**config.mk**
```make
export PLATFORM = sky130hd
export DESIGN_NAME = chsel_i2c_target
export DESIGN_NICKNAME = d
export VERILOG_FILES = /design/src/rtl/chsel_pkg.sv /design/src/rtl/chsel_line_filter.sv /design/src/rtl/chsel_bus_events.sv /design/src/rtl/chsel_target_fsm.sv /design/src/rtl/chsel_i2c_target.sv
export SDC_FILE = /design/constraint.sdc
export NUM_CORES = 1
export LEC_CHECK = 0
export ABC_AREA = 1
export BUFFER_PORTS_ARGS = -buffer_cell sky130_fd_sc_hd__buf_2
export CORE_UTILIZATION = 50
export DETAILED_ROUTE_END_ITERATION = 10
export GPL_TIMING_DRIVEN = 1
export PLACE_DENSITY = 0.7
export SLEW_MARGIN = 20
export SYNTH_ARGS = -nofsm -noshare
export SYNTH_HDL_FRONTEND = slang
export SYNTH_SLANG_ARGS = --single-unit
```
**constraint.sdc**
```tcl
create_clock -name clk -period 1.7 [get_ports clk]
set_clock_uncertainty 0.2 [all_clocks]
set_input_delay 0 -clock clk [delete_from_list [all_inputs] [get_ports clk]]
set_output_delay 0 -clock clk [all_outputs]
set_load 0.02 [all_outputs]
```
**src/rtl/chsel_pkg.sv**
```systemverilog
// Shared definitions for the channel-select I2C target.
package chsel_pkg;

    // Protocol state of the target.
    typedef enum logic [2:0] {
        ST_IDLE,      // waiting for a start
        ST_ADDR,      // shifting in the address byte
        ST_ADDR_ACK,  // acknowledging a matched address
        ST_WDATA,     // shifting in a write data byte
        ST_WACK,      // acknowledging a write data byte
        ST_RDATA,     // shifting out a read data byte
        ST_RACK,      // sampling the controller's ack or nack
        ST_SKIP       // not addressed or nacked: wait for stop
    } tgt_state_e;

endpackage

```
**src/rtl/chsel_line_filter.sv**
```systemverilog
// Synchronizes one asynchronous bus line and rejects pulses shorter than
// FILT_CYCLES clocks. Assumes the line idles high, so every flop resets to 1.
module chsel_line_filter #(
    parameter int FILT_CYCLES = 4
) (
    input  logic clk,
    input  logic rst_n,
    input  logic raw_in,
    output logic clean_out
);
    localparam int CNT_W = $clog2(FILT_CYCLES + 1);

    logic             meta_q;
    logic             sync_q;
    logic [CNT_W-1:0] hold_cnt;

    // Two-flop synchronizer.
    always_ff @(posedge clk) begin
        if (!rst_n) begin
            meta_q <= 1'b1;
            sync_q <= 1'b1;
        end else begin
            meta_q <= raw_in;
            sync_q <= meta_q;
        end
    end

    // Accept a new level only after it has held for FILT_CYCLES clocks.
    always_ff @(posedge clk) begin
        if (!rst_n) begin
            clean_out <= 1'b1;
            hold_cnt  <= '0;
        end else if (sync_q != clean_out) begin
            if (hold_cnt == CNT_W'(FILT_CYCLES - 1)) begin
                clean_out <= sync_q;
                hold_cnt  <= '0;
            end else begin
                hold_cnt <= hold_cnt + 1'b1;
            end
        end else begin
            hold_cnt <= '0;
        end
    end
endmodule

```
**src/rtl/chsel_bus_events.sv**
```systemverilog
// Turns the filtered SCL and SDA lines into single-cycle start, stop and
// clock-edge pulses. Assumes both inputs are already clean and synchronous.
module chsel_bus_events (
    input  logic clk,
    input  logic rst_n,
    input  logic scl_f,
    input  logic sda_f,
    output logic start_o,
    output logic stop_o,
    output logic rise_o,
    output logic fall_o
);
    logic scl_q;
    logic sda_q;

    // Remember the previous line levels.
    always_ff @(posedge clk) begin
        if (!rst_n) begin
            scl_q <= 1'b1;
            sda_q <= 1'b1;
        end else begin
            scl_q <= scl_f;
            sda_q <= sda_f;
        end
    end

    // SDA edges while SCL stays high are bus conditions; SCL edges are clocks.
    always_comb begin
        start_o = scl_f & scl_q & sda_q & ~sda_f;
        stop_o  = scl_f & scl_q & ~sda_q & sda_f;
        rise_o  = scl_f & ~scl_q;
        fall_o  = ~scl_f & scl_q;
    end
endmodule

```
**src/rtl/chsel_target_fsm.sv**
```systemverilog
// Byte-level protocol engine: address match, acknowledge, write capture,
// read shift-out, and channel-enable commit on stop. Assumes single-cycle
// event pulses from chsel_bus_events; start and stop win over clock edges.
module chsel_target_fsm
    import chsel_pkg::*;
#(
    parameter int                    NCH        = 4,
    parameter int                    ADDR_PIN_W = 2,
    parameter logic [6-ADDR_PIN_W:0] ADDR_HI    = 5'b11100
) (
    input  logic                  clk,
    input  logic                  rst_n,
    input  logic                  start_i,
    input  logic                  stop_i,
    input  logic                  rise_i,
    input  logic                  fall_i,
    input  logic                  sda_i,
    input  logic [ADDR_PIN_W-1:0] addr_pins,
    input  logic [NCH-1:0]        irq_n,
    output logic [NCH-1:0]        ch_en,
    output logic                  sda_drive_low,
    output tgt_state_e            state_o,
    output logic [3:0]            bit_cnt_o
);
    localparam int BYTE_W = 2 * NCH;

    tgt_state_e        state;
    logic [3:0]        bit_cnt;
    logic [BYTE_W-1:0] rx_sh;
    logic [BYTE_W-1:0] tx_sh;
    logic              is_read;
    logic              ctl_acked;
    logic [NCH-1:0]    pend_sel;
    logic              pend_vld;
    logic [NCH-1:0]    sel_q;
    logic [NCH-1:0]    irq_m;
    logic [NCH-1:0]    irq_s;
    logic [6:0]        own_addr;
    logic [BYTE_W-1:0] rd_byte;
    logic              byte_done;

    // Interrupt inputs are asynchronous: bring them into the clock domain.
    always_ff @(posedge clk) begin
        if (!rst_n) begin
            irq_m <= '1;
            irq_s <= '1;
        end else begin
            irq_m <= irq_n;
            irq_s <= irq_m;
        end
    end

    // Address compare value, read-back byte and end-of-byte flag.
    always_comb begin
        own_addr  = {ADDR_HI, addr_pins};
        rd_byte   = {~irq_s, sel_q};
        byte_done = fall_i && (bit_cnt == 4'(BYTE_W));
    end

    // Protocol state machine.
    always_ff @(posedge clk) begin
        if (!rst_n) begin
            state         <= ST_IDLE;
            bit_cnt       <= '0;
            rx_sh         <= '0;
            tx_sh         <= '0;
            is_read       <= 1'b0;
            ctl_acked     <= 1'b0;
            pend_sel      <= '0;
            pend_vld      <= 1'b0;
            sel_q         <= '0;
            sda_drive_low <= 1'b0;
        end else if (stop_i) begin
            state         <= ST_IDLE;
            sda_drive_low <= 1'b0;
            pend_vld      <= 1'b0;
            if (pend_vld) begin
                sel_q <= pend_sel;
            end
        end else if (start_i) begin
            state         <= ST_ADDR;
            bit_cnt       <= '0;
            sda_drive_low <= 1'b0;
        end else begin
            case (state)
                ST_ADDR: begin
                    if (rise_i) begin
                        rx_sh   <= {rx_sh[BYTE_W-2:0], sda_i};
                        bit_cnt <= bit_cnt + 4'd1;
                    end else if (byte_done) begin
                        if (rx_sh[BYTE_W-1:1] == own_addr) begin
                            is_read       <= rx_sh[0];
                            sda_drive_low <= 1'b1;
                            state         <= ST_ADDR_ACK;
                        end else begin
                            state <= ST_SKIP;
                        end
                    end
                end
                ST_ADDR_ACK: begin
                    if (fall_i) begin
                        bit_cnt <= '0;
                        if (is_read) begin
                            tx_sh         <= rd_byte;
                            sda_drive_low <= ~rd_byte[BYTE_W-1];
                            state         <= ST_RDATA;
                        end else begin
                            sda_drive_low <= 1'b0;
                            state         <= ST_WDATA;
                        end
                    end
                end
                ST_WDATA: begin
                    if (rise_i) begin
                        rx_sh   <= {rx_sh[BYTE_W-2:0], sda_i};
                        bit_cnt <= bit_cnt + 4'd1;
                    end else if (byte_done) begin
                        pend_sel      <= rx_sh[NCH-1:0];
                        pend_vld      <= 1'b1;
                        sda_drive_low <= 1'b1;
                        state         <= ST_WACK;
                    end
                end
                ST_WACK: begin
                    if (fall_i) begin
                        sda_drive_low <= 1'b0;
                        bit_cnt       <= '0;
                        state         <= ST_WDATA;
                    end
                end
                ST_RDATA: begin
                    if (rise_i) begin
                        bit_cnt <= bit_cnt + 4'd1;
                    end else if (byte_done) begin
                        sda_drive_low <= 1'b0;
                        ctl_acked     <= 1'b0;
                        state         <= ST_RACK;
                    end else if (fall_i) begin
                        sda_drive_low <= ~tx_sh[BYTE_W-2];
                        tx_sh         <= {tx_sh[BYTE_W-2:0], 1'b0};
                    end
                end
                ST_RACK: begin
                    if (rise_i) begin
                        if (sda_i) begin
                            state <= ST_SKIP;
                        end else begin
                            ctl_acked <= 1'b1;
                        end
                    end else if (fall_i && ctl_acked) begin
                        tx_sh         <= rd_byte;
                        sda_drive_low <= ~rd_byte[BYTE_W-1];
                        bit_cnt       <= '0;
                        state         <= ST_RDATA;
                    end
                end
                default: ;
            endcase
        end
    end

    // Expose applied enables and debug-visible state.
    always_comb begin
        ch_en     = sel_q;
        state_o   = state;
        bit_cnt_o = bit_cnt;
    end
endmodule

```
**src/rtl/chsel_i2c_target.sv**
```systemverilog
// Top of the channel-select I2C target: line filters, bus event detector
// and protocol engine. Assumes scl_in/sda_in are the pin levels and that
// sda_drive_low is wired to an open-drain pad at chip level.
module chsel_i2c_target
    import chsel_pkg::*;
#(
    parameter int                    NCH         = 4,
    parameter int                    ADDR_PIN_W  = 2,
    parameter logic [6-ADDR_PIN_W:0] ADDR_HI     = 5'b11100,
    parameter int                    FILT_CYCLES = 4
) (
    input  logic                  clk,
    input  logic                  rst_n,
    input  logic                  scl_in,
    input  logic                  sda_in,
    input  logic [ADDR_PIN_W-1:0] addr_pins,
    input  logic [NCH-1:0]        irq_n,
    output logic                  sda_drive_low,
    output logic [NCH-1:0]        ch_en
);
    localparam int NLINES = 2;

    logic [NLINES-1:0] line_raw;
    logic [NLINES-1:0] line_clean;
    logic              scl_filt;
    logic              sda_filt;
    logic              start_evt;
    logic              stop_evt;
    logic              scl_rise;
    logic              scl_fall;
    tgt_state_e        fsm_state;
    logic [3:0]        bit_cnt;

    // Pack the bus lines so one filter is generated per line.
    always_comb begin
        line_raw = {sda_in, scl_in};
        scl_filt = line_clean[0];
        sda_filt = line_clean[1];
    end

    for (genvar g = 0; g < NLINES; g++) begin : g_filt
        chsel_line_filter #(
            .FILT_CYCLES (FILT_CYCLES)
        ) u_filt (
            .clk       (clk),
            .rst_n     (rst_n),
            .raw_in    (line_raw[g]),
            .clean_out (line_clean[g])
        );
    end

    chsel_bus_events u_evt (
        .clk     (clk),
        .rst_n   (rst_n),
        .scl_f   (scl_filt),
        .sda_f   (sda_filt),
        .start_o (start_evt),
        .stop_o  (stop_evt),
        .rise_o  (scl_rise),
        .fall_o  (scl_fall)
    );

    chsel_target_fsm #(
        .NCH        (NCH),
        .ADDR_PIN_W (ADDR_PIN_W),
        .ADDR_HI    (ADDR_HI)
    ) u_fsm (
        .clk           (clk),
        .rst_n         (rst_n),
        .start_i       (start_evt),
        .stop_i        (stop_evt),
        .rise_i        (scl_rise),
        .fall_i        (scl_fall),
        .sda_i         (sda_filt),
        .addr_pins     (addr_pins),
        .irq_n         (irq_n),
        .ch_en         (ch_en),
        .sda_drive_low (sda_drive_low),
        .state_o       (fsm_state),
        .bit_cnt_o     (bit_cnt)
    );
endmodule

```
==> load_flow_metrics.sql <==
INSERT INTO impl_metrics (metric_group, metric, value, unit) VALUES
('synth', 'synth_top_cell_by_area', 'sky130_fd_sc_hd__dfxtp_1', ''),
('clocking', 'cts.sink_count', '56', ''),
('layout', 'diodes', '0', ''),
('global_routing', 'vias_in_the_first_global_route', '2168', ''),
('sta', 'max_slew_margin', '0.7992', ''),
('clocking', 'cts_inserted_buffers', '5', ''),
('synth', 'asyncSetResetFlopFracSynth', '0', ''),
('synth', 'synth_top_family_by_area', 'simple AND/OR/NAND/NOR gates', ''),
('clocking', 'cts_htree_levels', '2', ''),
('layout', 'fill_cells', '464', ''),
('pwr', 'post-layout-total-power', '4.641', 'mW'),
('synth', 'post_synth_design_cell_area', '2640', 'µm²'),
('synth', 'post_synth_num_cell_types', '28', ''),
('synth', 'top_cells_by_area_synth', 'sky130_fd_sc_hd__dfxtp_1, sky130_fd_sc_hd__nand2_1, sky130_fd_sc_hd__nor2_1', ''),
('worst_setup_path', 'rr_startpoint', 'u_fsm.state_o[1]$_SDFFE_PP0P_', ''),
('global_routing', 'gr-usage-all-layers', '0.2123', ''),
('worst_setup_path', 'cp.arrival', '1640', 'ps'),
('layout', 'layout-drive-gt1-share', '0.2790', ''),
('worst_setup_path', 'cp-end-kind', 'flop', ''),
('run', 'max_cap_violations', '0', ''),
('clocking', 'clock_insertion_delay_worst_skew', '310', 'ps'),
('synth', 'synth_area_in_adders', '0.02844', ''),
('die', 'fp.dieH', '74.67', 'µm'),
('worst_setup_path', 'setup.worst_path.start', 'u_fsm.state_o[1]$_SDFFE_PP0P_', ''),
('detailed_routing', 'first_iter_violations', '100', ''),
('global_routing', 'grt_max_degree', '28', ''),
('layout', 'number_of_nets_in_the_final_layout', '438', ''),
('sta', 'timing_worst_slew_pin_value', '299.9', 'ps'),
('pwr', 'peakVddDrop', '0.0005865', 'V'),
('synth', 'synth-seq-cells', '56', ''),
('sta', 'hold_violations', '0', ''),
('worst_setup_path', 'worstPathRequired', '1710', 'ps'),
('die', 'io_pins', '15', ''),
('global_routing', 'global_route_wire_length_before_repair', '9163', 'µm'),
('clocking', 'tritoncts', 'done', ''),
('synth', 'ys.flop_type', 'sky130_fd_sc_hd__dfxtp_1', ''),
('pwr', 'p_leak', '1.555', 'nW'),
('sta', 'period_utilization_post_route', '0.9577', ''),
('global_routing', 'remaining_overflow_grt', '0', ''),
('synth', 'seq_area_frac_synth', '0.4246', ''),
('pwr', 'clock_power_share', '0.190', ''),
('sta', 'setup_viol', '0', ''),
('pwr', 'share_comb_of_total_power', '0.462', ''),
('die', 'core_area', '5107', 'µm²'),
('worst_setup_path', 'crit_path_start_kind', 'flop', ''),
('placed_design', 'post_dp_cell_area', '2910', 'µm²'),
('layout', 'area_growth_syn_to_layout', '25.36', '%'),
('die', 'core.rowCount', '26', ''),
('worst_setup_path', 'worst-setup-path-type', 'reg -> reg', ''),
('global_routing', 'grt_antenna_before_repair', '0', ''),
('synth', 'yosys.area_share.simple', '0.3716', ''),
('detailed_routing', 'pre_repair_dr_iteration_count', '4', ''),
('detailed_routing', 'vias', '2451', ''),
('detailed_routing', 'route.detailed.vias_per_inst', '4.972', ''),
('pwr', 'power.net_switching', '1.806', 'mW'),
('worst_hold_path', 'hold_path.startpoint', 'scl_in', ''),
('synth', 'synth.avg_cell_area', '7.097', 'µm²'),
('die', 'start_util', '0.5169', ''),
('worst_hold_path', 'holdCritPathClass', 'in -> reg', ''),
('synth', 'synthCells', '372', ''),
('sta', 'slew_violations', '0', ''),
('synth', 'post-synth-top-area-fraction', '0.4246', ''),
('run_status', 'outcome', 'completed', ''),
('pwr', 'seq_power_share', '0.348', ''),
('sta', 'post-route-min-period', '1628', 'ps'),
('sta', 'timing.hold.ws', '205.2', 'ps'),
('placed_design', 'place_hpwl', '3838', 'µm'),
('layout', 'finalInstanceArea', '3309', 'µm²'),
('synth', 'yosys.area_share.xor_xnor', '0.003318', ''),
('synth', 'synth_fp_nets', '388', ''),
('pwr', 'sw_frac_of_total', '0.3892', '');
-- repair_timing --
item / 4_1_cts / 5_1_grt
resized for setup: 3 / 45
pin swaps: 1 / 19
endpoints found under the hold margin: 36 / 0
setup endpoints to repair: 12 / 28
hold buffers: 9 / 0
buffers inserted: 2 / 7
-- registers in the layout, summed over array words and instances, names as in the netlist, 2 cells and up --
register	flops
u_fsm.irq_s	4
u_fsm.bit_cnt_o	4
g_filt.u_filt.clean_out	2
u_fsm.ch_en	4
u_fsm.state_o	3
u_fsm.pend_sel	4
u_fsm.rx_sh	8
u_fsm.irq_m	4
u_fsm.tx_sh	7
g_filt.u_filt.hold_cnt	6
g_filt.u_filt.sync_q	2
g_filt.u_filt.meta_q	2
-- Yosys cell counts, types with 4 or more instances --
cell type / instances
sky130_fd_sc_hd__nand2_1: 85
sky130_fd_sc_hd__nor2_1: 67
sky130_fd_sc_hd__dfxtp_1: 56
sky130_fd_sc_hd__inv_1: 36
sky130_fd_sc_hd__a21oi_1: 23
sky130_fd_sc_hd__o21ai_0: 21
sky130_fd_sc_hd__nand3_1: 20
sky130_fd_sc_hd__or2_2: 12
sky130_fd_sc_hd__nand2_2: 7
sky130_fd_sc_hd__nand3b_1: 7
sky130_fd_sc_hd__ha_1: 6
sky130_fd_sc_hd__clkbuf_1: 5
sky130_fd_sc_hd__inv_2: 5
sky130_fd_sc_hd__nor2_4: 4
-- final timing paths --
check	to	slack [ps]	cells past startpoint
setup / recovery	u_fsm.tx_sh[5]$_SDFFE_PN0P_	70	11
setup reg to reg	u_fsm.tx_sh[5]$_SDFFE_PN0P_	70	11
hold / removal	g_filt[0].u_filt.meta_q$_SDFF_PN1_	210	3
hold reg to reg	g_filt[0].u_filt.sync_q$_SDFF_PN1_	220	1
-- power by group through the flow --
stage | clock [mW] | combinational (mW) | sequential (mW)
floorplan | 0 | 1.36 | 1.60
global placement | 0 | 1.78 | 1.61
detailed placement | 0 | 1.81 | 1.61
CTS | 0.907 | 1.89 | 1.58
global route | 0.956 | 2.40 | 1.64
finish | 0.883 | 2.14 | 1.61
-- per-layer routing --
metal,vias to the layer above,wire length [µm],global-route usage
met5,-,0,0
met4,0,90,0.06499
met3,9,157,0.03614
met2,31,2680,0.3604
met1,1143,2732,0.2765
li1,1268,-,-
-- through the flow --
| step | cells | setup WS, ps | utilization |
|---|---|---|---|
| 6_report | 493 | 71.99 | 0.6480 |
| 3_3_place_gp | 467 | 5.170 | 0.5698 |
| 2_1_floorplan | 372 | 128.6 | - |
| 5_1_grt | 493 | -86.17 | 0.6480 |
| 3_5_place_dp | 467 | -21.55 | 0.5698 |
| 4_1_cts | 486 | -3.430 | 0.6137 |
-- area by class of cell --
type | count | area (µm²) | share of cell area
sequential | 56 | 1137 | 0.3437
tap | 70 | 87.58 | 0.02647
inverter | 42 | 162.7 | 0.04915
multi-input combinational | 266 | 1420 | 0.4291
clock buffer | 6 | 72.57 | 0.02193
timing repair buffer | 51 | 390.4 | 0.1180
clock inverter | 2 | 38.79 | 0.01172
-- placed cells by master (no fill, tap or decap), types with 7 or more instances in the layout --
cell type                       instances
sky130_fd_sc_hd__nand2_2               16
sky130_fd_sc_hd__nor2_1                62
sky130_fd_sc_hd__a21oi_1               23
sky130_fd_sc_hd__buf_2                 14
sky130_fd_sc_hd__nand2_1               74
sky130_fd_sc_hd__inv_2                 10
sky130_fd_sc_hd__buf_4                 25
sky130_fd_sc_hd__inv_1                 30
sky130_fd_sc_hd__nand3_1               19
sky130_fd_sc_hd__nor2_4                 9
sky130_fd_sc_hd__o21ai_0               20
sky130_fd_sc_hd__dfxtp_1               49
sky130_fd_sc_hd__or2_2                 12
sky130_fd_sc_hd__dlygate4sd3_1          9
sky130_fd_sc_hd__nand3b_1               7
-- cell families (layout without fill, tap and decap cells) --
kind of cell | Yosys count | after routing
AOI/OAI and AO/OA | 48 | 48
xor gates and xnor gates | 1 | 1
adders and majority gates | 6 | 6
buffers and inverters | 50 | 101
DFF | 56 | 56
and+or+nand+nor | 211 | 211
-- critical path, stage by stage (launching register included) --
cell	delay (ps)
sky130_fd_sc_hd__dfxtp_2	340
sky130_fd_sc_hd__buf_12	130
sky130_fd_sc_hd__nand2_4	80
sky130_fd_sc_hd__buf_6	120
sky130_fd_sc_hd__nor2_4	30
sky130_fd_sc_hd__nand2_1	80
sky130_fd_sc_hd__nand2_2	70
sky130_fd_sc_hd__nor2_4	130
sky130_fd_sc_hd__buf_4	160
sky130_fd_sc_hd__nand3b_1	80
sky130_fd_sc_hd__nand2_1	70
sky130_fd_sc_hd__nor2_1	40
(Power assumes the default switching activity.)
